--- src/rtl/flash_pkg.sv ---
package flash_pkg;
  typedef enum logic [1:0] {
    OP_PROG       = 2'd0,
    OP_PAGE_ERASE = 2'd1,
    OP_FULL_ERASE = 2'd2,
    OP_CFG_ERASE  = 2'd3
  } flash_op_e;
endpackage

--- src/rtl/flash_op_timer.sv ---
module flash_op_timer #(
  parameter int DUR_W = 4
) (
  input  logic             clk_i,
  input  logic             rst_ni,
  input  logic             start_i,
  input  logic [DUR_W-1:0] dur_i,
  output logic             busy_o,
  output logic             done_o
);
  logic [DUR_W-1:0] cnt_q;

  always_ff @(posedge clk_i or negedge rst_ni) begin
    if (!rst_ni)              cnt_q <= '0;
    else if (start_i)         cnt_q <= dur_i;
    else if (cnt_q != '0)     cnt_q <= cnt_q - 1'b1;
  end

  assign busy_o = (cnt_q != '0);
  assign done_o = (cnt_q == DUR_W'(1));

  // busy only drops through the commit cycle
  assert_busy_end_R8: assert property (@(posedge clk_i) disable iff (!rst_ni)
    $fell(busy_o) |-> $past(done_o));
endmodule

--- src/rtl/flash_region.sv ---
module flash_region #(
  parameter int          WORDS     = 16,
  parameter int          WPP       = 4,
  parameter int          MAX_PROG  = 2,
  parameter bit          FILL_X    = 1'b0,
  parameter logic [31:0] FILL_WORD = 32'hDEAD_BEEF,
  localparam int         AW        = (WORDS > 1) ? $clog2(WORDS) : 1,
  localparam int         CW        = $clog2(MAX_PROG + 1)
) (
  input  logic          clk_i,
  input  logic          rst_ni,
  input  logic          prog_i,
  input  logic          erase_page_i,
  input  logic          erase_all_i,
  input  logic [AW-1:0] addr_i,
  input  logic [31:0]   data_i,
  input  logic [AW-1:0] rd_addr_i,
  output logic [31:0]   rd_data_o,
  output logic          over_o
);
  localparam logic [31:0] FILL_VAL = FILL_X ? {32{1'bx}} : FILL_WORD;
  localparam logic [CW-1:0] CNT_MAX = CW'(MAX_PROG);

  logic [31:0]   mem_q [WORDS];
  logic [CW-1:0] cnt_q [WORDS];

  assign over_o = prog_i && (cnt_q[addr_i] == CNT_MAX);

  always_ff @(posedge clk_i or negedge rst_ni) begin
    if (!rst_ni) begin
      for (int i = 0; i < WORDS; i++) begin
        mem_q[i] <= '1;
        cnt_q[i] <= '0;
      end
    end else begin
      for (int i = 0; i < WORDS; i++) begin
        if (erase_all_i ||
            (erase_page_i && (int'(addr_i) / WPP == i / WPP))) begin
          mem_q[i] <= '1;
          cnt_q[i] <= '0;
        end else if (prog_i && (int'(addr_i) == i)) begin
          if (cnt_q[i] == CNT_MAX) begin
            mem_q[i] <= FILL_VAL;
          end else begin
            mem_q[i] <= mem_q[i] & data_i;
            cnt_q[i] <= cnt_q[i] + 1'b1;
          end
        end
      end
    end
  end

  assign rd_data_o = mem_q[rd_addr_i];

  assert_count_bound_R3: assert property (@(posedge clk_i) disable iff (!rst_ni)
    cnt_q[addr_i] <= CNT_MAX);
  assert_prog_and_R2: assert property (@(posedge clk_i) disable iff (!rst_ni)
    (prog_i && !over_o && !erase_all_i && !erase_page_i) |=>
      mem_q[$past(addr_i)] == ($past(mem_q[addr_i]) & $past(data_i)));
  assert_erase_all_R7: assert property (@(posedge clk_i) disable iff (!rst_ni)
    erase_all_i |=> (mem_q[0] == '1) && (cnt_q[0] == '0));
endmodule

--- src/rtl/flash_cell_array.sv ---
module flash_cell_array
  import flash_pkg::*;
#(
  parameter int          PAGES             = 4,
  parameter int          WPP               = 4,
  parameter int          CFG_WORDS         = 2,
  parameter int          MAX_PROG          = 2,
  parameter int          PROG_CYCLES       = 3,
  parameter int          PAGE_ERASE_CYCLES = 5,
  parameter int          FULL_ERASE_CYCLES = 8,
  parameter bit          FILL_X            = 1'b0,
  parameter logic [31:0] FILL_WORD         = 32'hDEAD_BEEF,
  localparam int         CODE_WORDS        = PAGES * WPP,
  localparam int         ADDR_W            = $clog2(CODE_WORDS)
) (
  input  logic              clk_i,
  input  logic              rst_ni,
  input  logic              req_valid_i,
  input  logic [1:0]        req_op_i,
  input  logic              req_cfg_i,
  input  logic [ADDR_W-1:0] req_addr_i,
  input  logic [31:0]       req_data_i,
  output logic              busy_o,
  output logic              violation_o,
  input  logic              rd_cfg_i,
  input  logic [ADDR_W-1:0] rd_addr_i,
  output logic [31:0]       rd_data_o
);
  localparam int MAX_DUR = (FULL_ERASE_CYCLES > PAGE_ERASE_CYCLES) ?
    ((FULL_ERASE_CYCLES > PROG_CYCLES) ? FULL_ERASE_CYCLES : PROG_CYCLES) :
    ((PAGE_ERASE_CYCLES > PROG_CYCLES) ? PAGE_ERASE_CYCLES : PROG_CYCLES);
  localparam int DUR_W = $clog2(MAX_DUR + 1);
  localparam int CAW   = (CFG_WORDS > 1) ? $clog2(CFG_WORDS) : 1;

  flash_op_e         op_q;
  logic              cfg_q;
  logic [ADDR_W-1:0] addr_q;
  logic [31:0]       data_q;
  logic              viol_q;
  logic              start, done;
  logic [DUR_W-1:0]  dur;
  logic [31:0]       code_rd, cfg_rd;
  logic              code_over, cfg_over;

  assign start = req_valid_i && !busy_o;

  always_comb begin
    unique case (flash_op_e'(req_op_i))
      OP_PROG:       dur = DUR_W'(PROG_CYCLES);
      OP_FULL_ERASE: dur = DUR_W'(FULL_ERASE_CYCLES);
      default:       dur = DUR_W'(PAGE_ERASE_CYCLES);
    endcase
  end

  always_ff @(posedge clk_i or negedge rst_ni) begin
    if (!rst_ni) begin
      op_q   <= OP_PROG;
      cfg_q  <= 1'b0;
      addr_q <= '0;
      data_q <= '1;
    end else if (start) begin
      op_q   <= flash_op_e'(req_op_i);
      cfg_q  <= req_cfg_i;
      addr_q <= req_addr_i;
      data_q <= req_data_i;
    end
  end

  flash_op_timer #(.DUR_W(DUR_W)) u_timer (
    .clk_i, .rst_ni, .start_i(start), .dur_i(dur), .busy_o, .done_o(done)
  );

  flash_region #(
    .WORDS(CODE_WORDS), .WPP(WPP), .MAX_PROG(MAX_PROG),
    .FILL_X(FILL_X), .FILL_WORD(FILL_WORD)
  ) u_code (
    .clk_i, .rst_ni,
    .prog_i      (done && op_q == OP_PROG && !cfg_q),
    .erase_page_i(done && op_q == OP_PAGE_ERASE),
    .erase_all_i (done && op_q == OP_FULL_ERASE),
    .addr_i      (addr_q),
    .data_i      (data_q),
    .rd_addr_i   (rd_addr_i),
    .rd_data_o   (code_rd),
    .over_o      (code_over)
  );

  flash_region #(
    .WORDS(CFG_WORDS), .WPP(CFG_WORDS), .MAX_PROG(MAX_PROG),
    .FILL_X(FILL_X), .FILL_WORD(FILL_WORD)
  ) u_cfg (
    .clk_i, .rst_ni,
    .prog_i      (done && op_q == OP_PROG && cfg_q),
    .erase_page_i(1'b0),
    .erase_all_i (done && (op_q == OP_FULL_ERASE || op_q == OP_CFG_ERASE)),
    .addr_i      (addr_q[CAW-1:0]),
    .data_i      (data_q),
    .rd_addr_i   (rd_addr_i[CAW-1:0]),
    .rd_data_o   (cfg_rd),
    .over_o      (cfg_over)
  );

  always_ff @(posedge clk_i or negedge rst_ni) begin
    if (!rst_ni) viol_q <= 1'b0;
    else         viol_q <= viol_q | code_over | cfg_over;
  end

  assign violation_o = viol_q;
  assign rd_data_o   = rd_cfg_i ? cfg_rd : code_rd;

  assert_viol_sticky_R10: assert property (@(posedge clk_i) disable iff (!rst_ni)
    viol_q |=> viol_q);
  assert_ignore_busy_R9: assert property (@(posedge clk_i) disable iff (!rst_ni)
    busy_o |=> $stable(data_q) && $stable(addr_q) && $stable(op_q));
  assert_over_flags_R4: assert property (@(posedge clk_i) disable iff (!rst_ni)
    (code_over || cfg_over) |=> violation_o);
endmodule

--- config.mk ---
export PLATFORM = sky130hd
export DESIGN_NAME = flash_cell_array
export DESIGN_NICKNAME = d
export VERILOG_FILES = /design/src/rtl/flash_pkg.sv /design/src/rtl/flash_op_timer.sv /design/src/rtl/flash_region.sv /design/src/rtl/flash_cell_array.sv
export SDC_FILE = /design/constraint.sdc
export NUM_CORES = 1
export LEC_CHECK = 0
export BUFFER_PORTS_ARGS = -buffer_cell sky130_fd_sc_hd__buf_2
export CORE_MARGIN = 10
export CORE_UTILIZATION = 45
export CTS_BUF_LIST = sky130_fd_sc_hd__clkbuf_8
export DETAILED_ROUTE_END_ITERATION = 10
export PLACE_DENSITY = 0.71
export SYNTH_ARGS = -nofsm -noshare
export SYNTH_HDL_FRONTEND = slang
export SYNTH_SLANG_ARGS = --single-unit
--- constraint.sdc ---
create_clock -name clk_i -period 4.52 [get_ports clk_i]
set_clock_uncertainty 0.05 [all_clocks]
set_input_delay 1.356 -clock clk_i [delete_from_list [all_inputs] [get_ports clk_i]]
set_output_delay 1.356 -clock clk_i [all_outputs]
set_load 0.1 [all_outputs]
==> run_results.csv <==
group,metric,value,unit
global_routing,antenna_found_initial,8,
yosys,synth_top_area_share,52.0,%
pwr,vdd_drop_max,0.395,mV
critical_path,crit_path_end_kind,"output port",
critical_path,critPathTopFamily,"buffers and inverters",
floorplan,die_area,79100,um^2
timing,timing.fmax,0.220,GHz
critical_path,slowest_stage,"mux4_2",
global_routing,overflow,0,
final_layout,final_area,36400,um^2
yosys,syn_avg_cell_area,10.8,um^2
floorplan,floorplan.initialDensity,45.6,%
yosys,synthTopCellsByCount,"dfstp_2, o21ai_0, nand2_1",
critical_path,r2r_slack,1.09,ns
critical_path,critPathMaxStageDelay,0.53,ns
final_layout,drive_gt1_share,42.3,%
yosys,synth_seq_cells,656,
critical_path,cp_cell_sequence,"buf_16 -> bufbuf_16 -> mux4_2 -> a2111oi_4 -> buf_4 -> a221oi_4 -> buf_12",
clock_tree,clk_path_buf_depth,3,
clock_tree,cts_root_buffer,"clkbuf_8",
clock_tree,insertion_delay,0.74,ns
clock_tree,htree_levels,3,
yosys,synthArstFlopShare,100,%
critical_path,reg2reg_depth,4,
global_routing,grt_pass1_vias,24833,
clock_tree,clock_sinks,656,
global_routing,track_usage,24.6,%
route,drc,0,
placed_design,port_buffers,80,
route,wirelength,98200,um
yosys,synth_cell_type_count,62,
timing,fin_crit,4.54,ns
route,drtIter0Drc,2644,
pwr,p_total,26.8,mW
timing,finalHoldViolations,0,
final_layout,fillers,5490,
route,vias,24070,
timing,tns,-0.0404,ns
placed_design,dpl.hpwl,59400,um
route,drtPass1Iterations,6,
floorplan,io_pins,81,
critical_path,r2r_start,"op_q[0]",
worst_hold_path,min_from,"u_code.mem_q[92]",
yosys,syn_area,30700,um^2
floorplan,die_h,281,um
yosys,syn-num-nets,2903,
route,postRouteAntennaNets,0,
critical_path,r2r-end,"u_code.cnt_q[15]",
timing,setup_violations,4,
final_layout,synthToLayoutAreaGrowth,18.4,%
route,wl_per_cell,25.3,um
route,viasPerCell,6.20,
timing,drv_slew,0,
critical_path,worst-path-buf-inv,4,
pwr,power_leakage,14.9,nW
critical_path,required,3.11,ns
critical_path,arrival,3.13,ns
yosys,ys_seq_area_share,56.0,%
worst_hold_path,hp-class,"flip-flop to flip-flop",
global_routing,grt_max_degree,105,
yosys,yosys.area.top_type,"dfstp_2",
timing,tightest_slew,1.04,ns
clock_tree,cts_tree,"done",
run,drv_cap,0,
timing,grt_setup_unrepaired,"yes",
critical_path,start_kind,"input pin",
pwr,p_per_area,736,nW/um^2
yosys,yosys_warnings,0,
worst_hold_path,whs_path_depth,2,
timing,period_share,100,%
timing,finalWorstSetupSlack,-0.0152,ns
worst_hold_path,min_to,"u_code.mem_q[92]",
timing,slew-limit-headroom,30.7,%
yosys,synth_edf_count,0,
critical_path,worstSetupPathType,"input pin to output port",
floorplan,coreArea,67400,um^2
global_routing,grt_pass1_wl,151000,um
yosys,dominantRegCellSynth,"dfstp_2",
floorplan,die_width,281,um
final_layout,final_net_count,2993,
clock_tree,path_clk_slew,0.07,ns
outcome,violations,"setup timing",
yosys,synth.most_common_cell,"dfstp_2",
clock_tree,hold_buffers,0,
placed_design,place_area,33400,um^2
final_layout,fin_util,53.9,%
yosys,synth_area_leaders,"dfstp_2, mux4_2, o21ai_0, nand2_1, dfrtp_1",
floorplan,num_rows,95,
yosys,synthCells,2835,
placed_design,gp_congestion,0.884,
outcome,outcome,"finished with violations",
critical_path,worstPathMaxFanout,8,
clock_tree,cts_buffers,106,
sequential cells by signal, indices dropped and copies added (netlist names):
register,cells
u_code.mem_q,512
u_cfg.mem_q,64
u_code.cnt_q,32
violation_o,1
op_q,2
data_q,32
u_timer.cnt_q,4
u_cfg.cnt_q,4
addr_q,4
cfg_q,1
through the flow:
stage | setup WS [ns] | hold WS, ns | cells
finish | -0.0152 | 0.425 | 3882
global route | -0.0787 | 0.439 | 3882
CTS | -0.0341 | 0.427 | 3877
detailed placement | -0.247 | 0.418 | 3679
global placement | -0.209 | 0.412 | 3679
floorplan | 0.00487 | 0.405 | 2835
layout by cell type (no fill, tap or decap), types with 48 or more instances in the layout:
cell type and n:
nor2_1 152, mux2i_1 61, dfstp_2 608, inv_1 64, nand2_1 584, clkbuf_8 131, o21ai_0 588, buf_4 128
mux4_2 135, dfrtp_1 48
cells by family after synthesis:
kind of cell    share of synthesized area (%)
buf+inv                                  4.05
mux                                      13.2
fa+ha+maj                               0.856
simple gates                             11.9
compound gates                           13.8
flops                                    56.0
xor+xnor                                0.257
routing by layer:
layer | up-vias | global-route usage (%) | part of all wire, %
li1 | 10134 | - | -
met1 | 12261 | 30.5 | 38
met2 | 1350 | 39.4 | 47
met3 | 317 | 6.61 | 9.7
met4 | 8 | 12.3 | 4.8
met5 | - | 0 | 0.052
cell type report:
class | count | area (um^2) | area share (%)
flip-flops and latches | 656 | 17200 | 47.2
multi-input cells | 1887 | 13300 | 36.7
repair buffers | 242 | 2500 | 6.89
clock buffers | 131 | 1800 | 4.96
well taps | 873 | 1090 | 3.00
clock inverters | 58 | 318 | 0.874
inverters | 32 | 120 | 0.330
diodes | 3 | 7.51 | 0.0206
worst max-delay path by stage:
stage                             from             to  cells after the start
after global placement    rd_addr_i[1]   rd_data_o[1]                      8
after CTS                 rd_addr_i[1]   rd_data_o[0]                      8
final                     rd_addr_i[0]   rd_data_o[5]                      7
after detailed placement  rd_addr_i[0]   rd_data_o[0]                      8
after global routing      rd_addr_i[0]  rd_data_o[31]                      8
after floorplan           rd_addr_i[0]  rd_data_o[10]                      6
worst reg2reg max path: stages (launching register included):
cell and delay [ns]:
dfrtp_1 0.69, nor4b_4 0.88, nand4_1 0.92, or3_1 0.62
a21oi_1 0.18
report_power, final:
group	total [mW]	internal (mW)	switching, mW
Sequential	12.8	10.6	2.23
Combinational	8.84	3.64	5.19
Clock	5.13	2.68	2.46
what timing repair did:
item                                    4_1_cts  5_1_grt
endpoints found under the setup margin       32       29
buffers inserted                              5        1
resized for setup                           113       34
pin swaps                                     7       15
cloned                                        4        1
(Power assumes the default switching activity.)
